### src/rtl/fcd_pkg.sv
package fcd_pkg;
  localparam int ADDR_W = 15;
  localparam int DATA_W = 8;

  localparam logic [ADDR_W-1:0] KEY_ADDR_A = 15'h5555;
  localparam logic [ADDR_W-1:0] KEY_ADDR_B = 15'h2AAA;
  localparam logic [DATA_W-1:0] KEY_DATA_1 = 8'hAA;
  localparam logic [DATA_W-1:0] KEY_DATA_2 = 8'h55;
  localparam logic [DATA_W-1:0] OP_CODE_PROG   = 8'hA0;
  localparam logic [DATA_W-1:0] OP_CODE_ID_ON  = 8'h90;
  localparam logic [DATA_W-1:0] OP_CODE_ID_OFF = 8'hF0;

  typedef enum logic [1:0] {
    SEQ_IDLE  = 2'd0,
    SEQ_KEY1  = 2'd1,
    SEQ_KEY2  = 2'd2,
    SEQ_OWNED = 2'd3
  } seq_state_e;

  typedef enum logic [1:0] {
    OP_INVALID = 2'd0,
    OP_PROG    = 2'd1,
    OP_ID_ON   = 2'd2,
    OP_ID_OFF  = 2'd3
  } cmd_op_e;
endpackage

### src/rtl/fcd_cmd_matcher.sv
module fcd_cmd_matcher
  import fcd_pkg::*;
(
  input  logic [ADDR_W-1:0] addr,
  input  logic [DATA_W-1:0] data,
  output logic              key1_ok,
  output logic              key2_ok,
  output cmd_op_e           op
);
  logic at_a;

  always_comb begin
    at_a    = (addr == KEY_ADDR_A);
    key1_ok = at_a && (data == KEY_DATA_1);
    key2_ok = (addr == KEY_ADDR_B) && (data == KEY_DATA_2);
    op      = OP_INVALID;
    if (at_a) begin
      case (data)
        OP_CODE_PROG:   op = OP_PROG;
        OP_CODE_ID_ON:  op = OP_ID_ON;
        OP_CODE_ID_OFF: op = OP_ID_OFF;
        default:        op = OP_INVALID;
      endcase
    end
  end
endmodule

### src/rtl/fcd_wait_timer.sv
module fcd_wait_timer #(
  parameter int WAIT_CYCLES = 16
) (
  input  logic clk,
  input  logic rst_n,
  input  logic start,
  output logic busy
);
  localparam int CNT_W = $clog2(WAIT_CYCLES + 1);
  localparam logic [CNT_W-1:0] CNT_LOAD = CNT_W'(WAIT_CYCLES);

  logic [CNT_W-1:0] cnt_q, cnt_d;
  logic             cnt_en;

  always_comb begin
    cnt_en = start || (cnt_q != '0);
    cnt_d  = cnt_q;
    if (start)                cnt_d = CNT_LOAD;
    else if (cnt_q != '0)     cnt_d = cnt_q - 1'b1;
  end

  always_ff @(posedge clk or negedge rst_n) begin
    if (!rst_n)      cnt_q <= '0;
    else if (cnt_en) cnt_q <= cnt_d;
  end

  assign busy = (cnt_q != '0);

  assert_start_sets_busy_R7: assert property (@(posedge clk) disable iff (!rst_n)
    start |=> busy);
  assert_busy_has_cause_R7: assert property (@(posedge clk) disable iff (!rst_n)
    $rose(busy) |-> $past(start));
endmodule

### src/rtl/fcd_seq_fsm.sv
module fcd_seq_fsm
  import fcd_pkg::*;
(
  input  logic    clk,
  input  logic    rst_n,
  input  logic    wr_valid,
  input  logic    busy,
  input  logic    key1_ok,
  input  logic    key2_ok,
  input  cmd_op_e op,
  input  logic    prog_end,
  output logic    timer_start,
  output logic    prog_go,
  output logic    bad_write,
  output logic    id_mode
);
  seq_state_e state_q, state_d;
  logic       prog_q, prog_d;
  logic       bad_q, bad_d;
  logic       id_q, id_d;
  logic       accept;

  always_comb begin
    state_d     = state_q;
    prog_d      = 1'b0;
    bad_d       = 1'b0;
    id_d        = id_q;
    timer_start = 1'b0;
    accept      = wr_valid && !busy;
    if (state_q == SEQ_OWNED) begin
      if (prog_end) state_d = SEQ_IDLE;
    end else if (accept) begin
      case (state_q)
        SEQ_IDLE: begin
          if (key1_ok) state_d = SEQ_KEY1;
          else begin
            bad_d       = 1'b1;
            timer_start = 1'b1;
          end
        end
        SEQ_KEY1: begin
          if (key2_ok) state_d = SEQ_KEY2;
          else begin
            state_d     = SEQ_IDLE;
            bad_d       = 1'b1;
            timer_start = 1'b1;
          end
        end
        default: begin
          state_d = SEQ_IDLE;
          case (op)
            OP_PROG: begin
              prog_d  = 1'b1;
              state_d = SEQ_OWNED;
            end
            OP_ID_ON: begin
              id_d        = 1'b1;
              timer_start = 1'b1;
            end
            OP_ID_OFF: begin
              id_d        = 1'b0;
              timer_start = 1'b1;
            end
            default: begin
              bad_d       = 1'b1;
              timer_start = 1'b1;
            end
          endcase
        end
      endcase
    end
  end

  always_ff @(posedge clk or negedge rst_n) begin
    if (!rst_n) begin
      state_q <= SEQ_IDLE;
      prog_q  <= 1'b0;
      bad_q   <= 1'b0;
      id_q    <= 1'b0;
    end else begin
      state_q <= state_d;
      prog_q  <= prog_d;
      bad_q   <= bad_d;
      id_q    <= id_d;
    end
  end

  assign prog_go   = prog_q;
  assign bad_write = bad_q;
  assign id_mode   = id_q;

  assert_prog_one_shot_R2: assert property (@(posedge clk) disable iff (!rst_n)
    prog_go |=> !prog_go);
  assert_owned_no_bad_R3: assert property (@(posedge clk) disable iff (!rst_n)
    (state_q == SEQ_OWNED) |=> !bad_write && !prog_go);
  assert_id_needs_write_R4: assert property (@(posedge clk) disable iff (!rst_n)
    !$stable(id_mode) |-> $past(wr_valid));
  assert_busy_write_dropped_R7: assert property (@(posedge clk) disable iff (!rst_n)
    (wr_valid && busy) |=> !bad_write && !prog_go && $stable(id_mode));
endmodule

### src/rtl/fcd_id_responder.sv
module fcd_id_responder
  import fcd_pkg::*;
#(
  parameter logic [DATA_W-1:0] MFR_CODE = 8'h1F,
  parameter logic [DATA_W-1:0] DEV_CODE = 8'h3D
) (
  input  logic              clk,
  input  logic              rst_n,
  input  logic              rd_en,
  input  logic [ADDR_W-1:0] rd_addr,
  input  logic              id_mode,
  input  logic              busy,
  output logic              rd_valid,
  output logic              rd_poll,
  output logic              rd_id_hit,
  output logic [DATA_W-1:0] rd_data
);
  logic              valid_q, poll_q, hit_q;
  logic              poll_d, hit_d;
  logic [DATA_W-1:0] data_q, data_d;

  always_comb begin
    poll_d = rd_en && busy;
    hit_d  = rd_en && !busy && id_mode && (rd_addr[ADDR_W-1:1] == '0);
    data_d = '0;
    if (hit_d) data_d = rd_addr[0] ? DEV_CODE : MFR_CODE;
  end

  always_ff @(posedge clk or negedge rst_n) begin
    if (!rst_n) begin
      valid_q <= 1'b0;
      poll_q  <= 1'b0;
      hit_q   <= 1'b0;
      data_q  <= '0;
    end else begin
      valid_q <= rd_en;
      poll_q  <= poll_d;
      hit_q   <= hit_d;
      data_q  <= data_d;
    end
  end

  assign rd_valid  = valid_q;
  assign rd_poll   = poll_q;
  assign rd_id_hit = hit_q;
  assign rd_data   = data_q;

  assert_hit_source_R5: assert property (@(posedge clk) disable iff (!rst_n)
    rd_id_hit |-> $past(id_mode) && !$past(busy) && rd_valid);
  assert_poll_excludes_hit_R8: assert property (@(posedge clk) disable iff (!rst_n)
    rd_poll |-> !rd_id_hit && rd_data == '0);
endmodule

### src/rtl/flash_unlock_decoder.sv
module flash_unlock_decoder
  import fcd_pkg::*;
#(
  parameter int                WAIT_CYCLES = 16,
  parameter logic [DATA_W-1:0] MFR_CODE    = 8'h1F,
  parameter logic [DATA_W-1:0] DEV_CODE    = 8'h3D
) (
  input  logic              clk,
  input  logic              rst_n,
  input  logic              wr_valid,
  input  logic [ADDR_W-1:0] wr_addr,
  input  logic [DATA_W-1:0] wr_data,
  input  logic              prog_end,
  input  logic              rd_en,
  input  logic [ADDR_W-1:0] rd_addr,
  output logic              prog_go,
  output logic              id_mode,
  output logic              bad_write,
  output logic              busy,
  output logic              rd_valid,
  output logic              rd_poll,
  output logic              rd_id_hit,
  output logic [DATA_W-1:0] rd_data
);
  logic [1:0] rst_pipe_q;
  logic       rst_local_n;
  logic       key1_ok, key2_ok, timer_start, busy_w;
  cmd_op_e    op;

  always_ff @(posedge clk or negedge rst_n) begin
    if (!rst_n) rst_pipe_q <= 2'b00;
    else        rst_pipe_q <= {rst_pipe_q[0], 1'b1};
  end
  assign rst_local_n = rst_pipe_q[1];

  fcd_cmd_matcher u_match (
    .addr    (wr_addr),
    .data    (wr_data),
    .key1_ok (key1_ok),
    .key2_ok (key2_ok),
    .op      (op)
  );

  fcd_wait_timer #(.WAIT_CYCLES(WAIT_CYCLES)) u_timer (
    .clk   (clk),
    .rst_n (rst_local_n),
    .start (timer_start),
    .busy  (busy_w)
  );

  fcd_seq_fsm u_fsm (
    .clk         (clk),
    .rst_n       (rst_local_n),
    .wr_valid    (wr_valid),
    .busy        (busy_w),
    .key1_ok     (key1_ok),
    .key2_ok     (key2_ok),
    .op          (op),
    .prog_end    (prog_end),
    .timer_start (timer_start),
    .prog_go     (prog_go),
    .bad_write   (bad_write),
    .id_mode     (id_mode)
  );

  fcd_id_responder #(.MFR_CODE(MFR_CODE), .DEV_CODE(DEV_CODE)) u_id (
    .clk       (clk),
    .rst_n     (rst_local_n),
    .rd_en     (rd_en),
    .rd_addr   (rd_addr),
    .id_mode   (id_mode),
    .busy      (busy_w),
    .rd_valid  (rd_valid),
    .rd_poll   (rd_poll),
    .rd_id_hit (rd_id_hit),
    .rd_data   (rd_data)
  );

  assign busy = busy_w;

  assert_reset_quiet_R1: assert property (@(posedge clk)
    !rst_local_n |-> !prog_go && !bad_write && !id_mode && !busy);
endmodule

### config.mk
export PLATFORM = sky130hd
export DESIGN_NAME = flash_unlock_decoder
export DESIGN_NICKNAME = d
export VERILOG_FILES = /design/src/rtl/fcd_pkg.sv /design/src/rtl/fcd_cmd_matcher.sv /design/src/rtl/fcd_wait_timer.sv /design/src/rtl/fcd_seq_fsm.sv /design/src/rtl/fcd_id_responder.sv /design/src/rtl/flash_unlock_decoder.sv
export SDC_FILE = /design/constraint.sdc
export NUM_CORES = 1
export LEC_CHECK = 0
export ABC_AREA = 1
export ABC_CLOCK_PERIOD_IN_PS = 1910
export CORE_ASPECT_RATIO = 0.5
export CORE_MARGIN = 2
export CORE_UTILIZATION = 46
export CTS_BUF_LIST = sky130_fd_sc_hd__clkbuf_8
export DETAILED_ROUTE_END_ITERATION = 12
export GPL_TIMING_DRIVEN = 0
export PLACE_DENSITY = 0.93
export SKIP_LAST_GASP = 1
export SLEW_MARGIN = 10
export SYNTH_ARGS = -nofsm -noshare
export SYNTH_HDL_FRONTEND = slang
export SYNTH_SLANG_ARGS = --single-unit
### constraint.sdc
create_clock -name clk -period 1.91 [get_ports clk]
set_input_delay 0.382 -clock clk [delete_from_list [all_inputs] [get_ports clk]]
set_output_delay 0.382 -clock clk [all_outputs]
set_load 0.01 [all_outputs]
* Yosys cells after proc, flatten, opt, wreduce, memory -nomap -nowiden
Index checks and enable logic that the tools add are counted.
** Word-level totals
- Register bits after elaboration :: 23
- Input bits :: 43
- Word-level logic and storage cells :: 75
** Operators by class
- Bitwise operators :: 2
- Eq/ne operators :: 14
- Add/subtract/negate cells :: 1
- Reductions and logical operators :: 20
- Mux-type cells :: 28
** Operator list (number)
- 8-bit == test, second input constant :: 4
- 15-bit by 14-bit == test with 1-bit output, second input constant :: 1
- 15-bit == test, second input constant :: 1
- 14-bit logical NOT :: 1
- 2-bit two-way mux :: 7
- 1-bit two-way mux :: 12
- 5-bit two-way mux :: 2
- 8-bit by 7-bit == test with 1-bit output, second input constant :: 1
- 8-bit two-way mux :: 1
- 1-bit logical AND :: 7
- 2-bit == test, second input constant :: 3
- 6-bit two-way mux :: 1
- 1-bit one-hot mux with 2 select lines :: 3
- 2-bit one-hot mux with 3 select lines :: 1
- 2-bit nonzero test :: 3
- 5-bit nonzero test :: 1
- 5-bit by 1-bit subtractor with 5-bit output, second input constant :: 1
- 2-bit by 1-bit == test with 1-bit output, second input constant :: 2
- 2-bit one-hot mux with 2 select lines :: 1
- 4-bit AND reduction :: 1
- 3-bit by 2-bit inequality test with 1-bit output, second input constant :: 1
- 3-bit AND reduction :: 1
- 3-bit OR reduction :: 1
- 2-bit logical NOT :: 1
- 6 further kinds :: 7

* Logic depth before layout (Yosys ltp)
- Depth in word-level cells :: 10
- Mapped depth :: 10
- Depth with buffers taken out :: 10

* Modules after synthesis
A second synthesis with hierarchy kept.
** Second synthesis, totals
- Cell total of the unflattened synthesis :: 182
- Area, all modules :: 1168.6 um^2
** By module, submodules not included
- fcd_seq_fsm :: area an instance 304.0 um^2, times used 1, cells an instance 46, sequential area each 125.1 um^2
- fcd_cmd_matcher :: area an instance 277.8 um^2, times used 1, cells an instance 67, sequential area each 0.0 um^2
- fcd_id_responder :: area an instance 272.8 um^2, times used 1, cells an instance 33, sequential area each 125.1 um^2
- fcd_wait_timer :: area an instance 260.2 um^2, times used 1, cells an instance 33, sequential area each 125.1 um^2
- flash_unlock_decoder :: area an instance 53.8 um^2, times used 1, cells an instance 3, sequential area each 50.0 um^2

* Worst setup path after synthesis
No wires, ideal clock.
- Kind :: flip-flop to flip-flop
- From :: register u_timer.cnt_q[0]
- To :: register u_timer.cnt_q[0]
- Path buffers :: 0
- Stages on the path, launching flop included :: 10
- Data arrival time :: 1261 ps
- Slack :: 526 ps
- Required time :: 1787 ps
- Cells stage by stage :: dfrtp_1 > inv_1 > ha_1 > nand3b_4 > nor2_4 > nand2_2 > clkinv_2 > nand2_2 > nor2_4 > a21oi_1
** Between the ends
- Cells in the longest elaborated chain, start to end :: 7
** RTL lines
- start: declaration :: line fcd_wait_timer.sv:12 : logic [CNT_W-1:0] cnt_q, cnt_d;
- start signal: assignment :: line fcd_wait_timer.sv:24 : else if (cnt_en) cnt_q <= cnt_d;
- 5-bit nonzero test (*) :: line fcd_wait_timer.sv:27 : assign busy = (cnt_q != '0);
- named net busy :: line flash_unlock_decoder.sv:19 : output logic busy,
- 1-bit logical NOT :: line fcd_seq_fsm.sv:29 : accept = wr_valid && !busy;
- 1-bit logical AND :: line fcd_seq_fsm.sv:29
- 1-bit two-way mux :: line fcd_seq_fsm.sv:32 : end else if (accept) begin
- 1-bit two-way mux :: line fcd_seq_fsm.sv:30 : if (state_q == SEQ_OWNED) begin
- 2-bit nonzero test (no source line) or 1-bit logical OR (tied branches)
- 2-bit AND reduction (no source line)
The timed path passes the listed nets; every way through them passes the cells marked *. The select of a mux whose other input is x is not followed.
A chain may end at the register's enable or synchronous reset.

* Worst setup path after layout
- From :: register u_timer.cnt_q[0]
- To :: output port busy
** Between the ends
- Cells in the longest elaborated chain, start to end :: 1
** RTL lines (line)
- 5-bit nonzero test :: fcd_wait_timer.sv:27
- end: declaration :: flash_unlock_decoder.sv:19
No other way between the ends.

==> impl_metrics.xml <==
<?xml version="1.0" encoding="UTF-8"?>
<metrics>
  <group name="critical_path">
    <metric name="critPathCaptureType" unit="">primary output</metric>
    <metric name="worst_path_dominant_cell_family" unit="">buffers and inverters</metric>
    <metric name="cp_cell_sequence" unit="">inv_1 -&gt; ha_2 -&gt; nand3b_4 -&gt; dlygate4sd2_1</metric>
    <metric name="crit_path_class" unit="">flip-flop to primary output</metric>
    <metric name="crit_arrival" unit="ns">1.43</metric>
    <metric name="startpoint_type_of_the_worst_setup_path" unit="">flip-flop</metric>
    <metric name="crit_slowest_cell" unit="">sky130_fd_sc_hd__dfrtp_1</metric>
    <metric name="critical_path_buf_inv_count" unit="">2</metric>
    <metric name="crit_required" unit="ns">1.53</metric>
    <metric name="cp_max_fo" unit="">8</metric>
    <metric name="cpPeakStageDelay" unit="ns">0.36</metric>
  </group>
  <group name="die">
    <metric name="num_rows" unit="">13</metric>
    <metric name="dieHeight" unit="µm">41.25</metric>
    <metric name="start_util" unit="%">48.73</metric>
    <metric name="chipWidth" unit="µm">78.49</metric>
    <metric name="core-area" unit="µm²">2619</metric>
    <metric name="design.die.area" unit="µm²">3237</metric>
    <metric name="io-pin-count" unit="">58</metric>
  </group>
  <group name="timing">
    <metric name="maxClockFrequency" unit="GHz">0.5526</metric>
    <metric name="clock_period_minus_final_worst_setup_slack" unit="ns">1.810</metric>
    <metric name="fin_crit_sh" unit="%">94.74</metric>
    <metric name="finalWorstSetupSlack" unit="ns">0.1004</metric>
    <metric name="final_clock_skew" unit="ns">0.001605</metric>
    <metric name="totalNegativeSetupSlack" unit="ns">0</metric>
    <metric name="rsz0062_at_grt" unit="">no</metric>
    <metric name="hold_viol" unit="">0</metric>
    <metric name="final-setup-viol-count" unit="">0</metric>
    <metric name="slew_violations" unit="">0</metric>
    <metric name="worst_slew_margin_rel" unit="%">60.55</metric>
    <metric name="worst_pin_slew" unit="ns">0.5917</metric>
  </group>
  <group name="clock_tree">
    <metric name="clock_tree.root_cell" unit="">sky130_fd_sc_hd__clkbuf_8</metric>
    <metric name="clk_pin_slew_worst_paths" unit="ns">0.06</metric>
    <metric name="tritoncts" unit="">yes</metric>
    <metric name="htreeDepth" unit="">1</metric>
    <metric name="clock_path_buffers" unit="">2</metric>
    <metric name="worstSkewPairLatency" unit="ns">0.25</metric>
    <metric name="ctsHoldBuffers" unit="">0</metric>
    <metric name="numClockSinks" unit="">17</metric>
    <metric name="cts-buffers-inserted" unit="">3</metric>
  </group>
  <group name="global_routing">
    <metric name="grt_pass1_wl" unit="µm">4781</metric>
    <metric name="groute.usage.overall" unit="%">19.31</metric>
    <metric name="first_global_vias" unit="">1221</metric>
    <metric name="grt_start_max_net_pins" unit="">16</metric>
    <metric name="grt.overflow.total" unit="">0</metric>
    <metric name="antenna_violations_before_repair" unit="">0</metric>
  </group>
  <group name="route">
    <metric name="post-route-drc-count" unit="">0</metric>
    <metric name="drtPass1Iterations" unit="">4</metric>
    <metric name="initial_drc_count" unit="">45</metric>
    <metric name="finalWirelength" unit="µm">3059</metric>
    <metric name="detailroute.via_count" unit="">1383</metric>
    <metric name="drt-wirelength-per-cell" unit="µm">10.37</metric>
    <metric name="viasPerCell" unit="">4.688</metric>
    <metric name="ant_nets" unit="">0</metric>
  </group>
  <group name="final_layout">
    <metric name="num-fill-cells" unit="">226</metric>
    <metric name="antenna_cells_inserted" unit="">0</metric>
    <metric name="design.final.nets" unit="">303</metric>
    <metric name="stdcell_count" unit="">295</metric>
    <metric name="final_layout_size_suffix_gt1_share" unit="%">12.02</metric>
    <metric name="syn_to_final_growth" unit="%">50.78</metric>
  </group>
  <group name="power_and_ir_drop">
    <metric name="power_per_cell_area" unit="nW/µm²">604.5</metric>
    <metric name="p_leak" unit="µW">0.0009782</metric>
    <metric name="peakVddDrop" unit="V">0.0003641</metric>
  </group>
  <group name="yosys">
    <metric name="synthesis.instances" unit="">198</metric>
    <metric name="post_synth_instance_area" unit="µm²">1276</metric>
    <metric name="synth_sequential_area_ratio" unit="%">33.33</metric>
    <metric name="yosys.cell_types.count" unit="">28</metric>
    <metric name="synth-seq-cells" unit="">17</metric>
    <metric name="syn_area_per_cell" unit="µm²">6.446</metric>
    <metric name="yosysWarningCount" unit="">0</metric>
  </group>
  <group name="place">
    <metric name="place_congestion" unit="">0.7706</metric>
    <metric name="dp_hpwl" unit="µm">2673</metric>
    <metric name="place.detailed.instances" unit="">291</metric>
    <metric name="port-buffer-count" unit="">55</metric>
    <metric name="dp_worst_setup_slack" unit="ns">0.08355</metric>
  </group>
  <group name="status">
    <metric name="run_status" unit="">complete, no violations</metric>
  </group>
  <group name="worst_hold_path">
    <metric name="hold_path_class" unit="">flip-flop to async pin</metric>
  </group>
  <group name="run">
    <metric name="max-cap-violations" unit="">0</metric>
  </group>
</metrics>
stage by stage:
step / utilization (%) / instance area (µm²) / hold WS (ns) / total power [µW]
finish: 73.48 / 1924 / 0.2445 / 1163
global route: 73.48 / 1924 / 0.2933 / 1249
CTS: 73.48 / 1924 / 0.2640 / 1180
detailed placement: 71.67 / 1877 / 0.2558 / 904.4
global placement: 71.67 / 1877 / 0.2536 / 869.0
floorplan: - / 1280 / 0.08641 / 721.2
cell type report:
cell class,instances,area [µm²],share of cell area [%]
Timing Repair Buffer,55,549.3,28.54
Clock buffer,3,41.29,2.146
Multi-Input combinational cell,140,675.6,35.11
Sequential cell,17,425.4,22.11
Buffer,6,45.04,2.341
Tap cell,37,46.29,2.406
Inverter,36,136.4,7.087
Clock inverter,1,5.005,0.2601
kinds of logic (layout without fill, tap and decap cells):
| family | after synthesis | count (layout) | share of synthesized area [%] |
|---|---|---|---|
| AND/OR/NAND/NOR | 125 | 125 | 45.00 |
| buffers and inverters | 42 | 101 | 14.21 |
| flip-flops | 17 | 17 | 33.33 |
| AO/OA/AOI/OAI | 8 | 8 | 3.726 |
| other | 2 | 3 | 0.5885 |
| XOR/XNOR | 2 | 2 | 1.373 |
| adder cells (fa/ha/maj) | 1 | 1 | 0.9802 |
| multiplexers | 1 | 1 | 0.7843 |
state kept, by name, indices dropped and copies added, names as in the netlist:
name             cells
u_id.rd_data         3
rst_pipe_q           2
u_id.rd_poll         1
u_fsm.id_mode        1
u_fsm.state_q        2
u_timer.cnt_q        5
u_fsm.bad_write      1
u_fsm.prog_go        1
u_id.rd_valid        1
routing by layer:
layer / vias to the layer above / global-route usage (%) / routed length [µm]
met5: - / 0 / 0
met4: 0 / 6.140 / 38
met3: 6 / 2.203 / 121
met2: 39 / 44.40 / 1720
met1: 625 / 19.68 / 1178
li1: 713 / - / -
Yosys cell counts:
cell / instances / share of area [%]
sky130_fd_sc_hd__nor2_2: 4 / 2.0
sky130_fd_sc_hd__a21oi_1: 2 / 0.78
sky130_fd_sc_hd__o21ai_0: 2 / 0.78
sky130_fd_sc_hd__nand3b_1: 4 / 2.4
sky130_fd_sc_hd__mux2i_1: 1 / 0.78
sky130_fd_sc_hd__and2_4: 1 / 0.69
sky130_fd_sc_hd__nor2_4: 2 / 1.8
sky130_fd_sc_hd__and2_1: 1 / 0.49
sky130_fd_sc_hd__nand3_1: 7 / 2.7
sky130_fd_sc_hd__nand4_1: 4 / 2.0
sky130_fd_sc_hd__xor2_1: 2 / 1.4
sky130_fd_sc_hd__a21boi_1: 1 / 0.59
sky130_fd_sc_hd__nor3_1: 2 / 0.78
sky130_fd_sc_hd__conb_1: 2 / 0.59
sky130_fd_sc_hd__buf_4: 6 / 3.5
sky130_fd_sc_hd__dfrtp_1: 17 / 33
sky130_fd_sc_hd__o21bai_1: 1 / 0.59
sky130_fd_sc_hd__o21a_1: 1 / 0.59
sky130_fd_sc_hd__nor4_1: 3 / 1.5
sky130_fd_sc_hd__nor2_1: 36 / 11
sky130_fd_sc_hd__ha_1: 1 / 0.98
sky130_fd_sc_hd__nand2_1: 55 / 16
sky130_fd_sc_hd__clkinv_2: 1 / 0.39
sky130_fd_sc_hd__inv_1: 29 / 8.5
sky130_fd_sc_hd__o21ai_1: 1 / 0.39
sky130_fd_sc_hd__inv_2: 6 / 1.8
sky130_fd_sc_hd__nand2_2: 5 / 2.5
sky130_fd_sc_hd__nand3b_4: 1 / 1.6
power by group:
group / internal [µW] / switching [µW] / leakage, µW
sequential: 425 / 33.0 / 0.000219
combinational: 224 / 215 / 0.000734
clock: 145 / 122 / 0.0000255
total: 793 / 370 / 0.000978
path summary, 6_finish.rpt:
check | to | startpoint | slack (ns) | depth (start not counted)
max | busy | u_timer.cnt_q[0] | 0.10 | 4
min | u_fsm.state_q[0] | rst_pipe_q[1] | 0.24 | 0
max reg2reg | u_fsm.bad_write | u_timer.cnt_q[0] | 0.42 | 9
min reg2reg | u_fsm.state_q[0] | rst_pipe_q[1] | 0.24 | 0
max in group asynchronous | u_id.rd_data[1] | rst_pipe_q[1] | 1.28 | 0
min in group clk | rst_pipe_q[1] | rst_pipe_q[0] | 0.36 | 0
layout by cell type (no fill, tap or decap), types with 5 or more instances in the layout:
master | netlist | routed
sky130_fd_sc_hd__nand2_1 | 55 | 55
sky130_fd_sc_hd__clkdlybuf4s50_1 | 0 | 54
sky130_fd_sc_hd__nor2_1 | 36 | 36
sky130_fd_sc_hd__inv_1 | 29 | 29
sky130_fd_sc_hd__dfrtp_1 | 17 | 17
sky130_fd_sc_hd__nand3_1 | 7 | 7
sky130_fd_sc_hd__inv_2 | 6 | 6
sky130_fd_sc_hd__buf_4 | 6 | 6
sky130_fd_sc_hd__nand2_2 | 5 | 5
timing repair:
action	4_1_cts	5_1_grt
buffers inserted	0	0
resized for setup	2	0
endpoints found under the setup margin	1	0
Power figures use the tool's default switching activity.
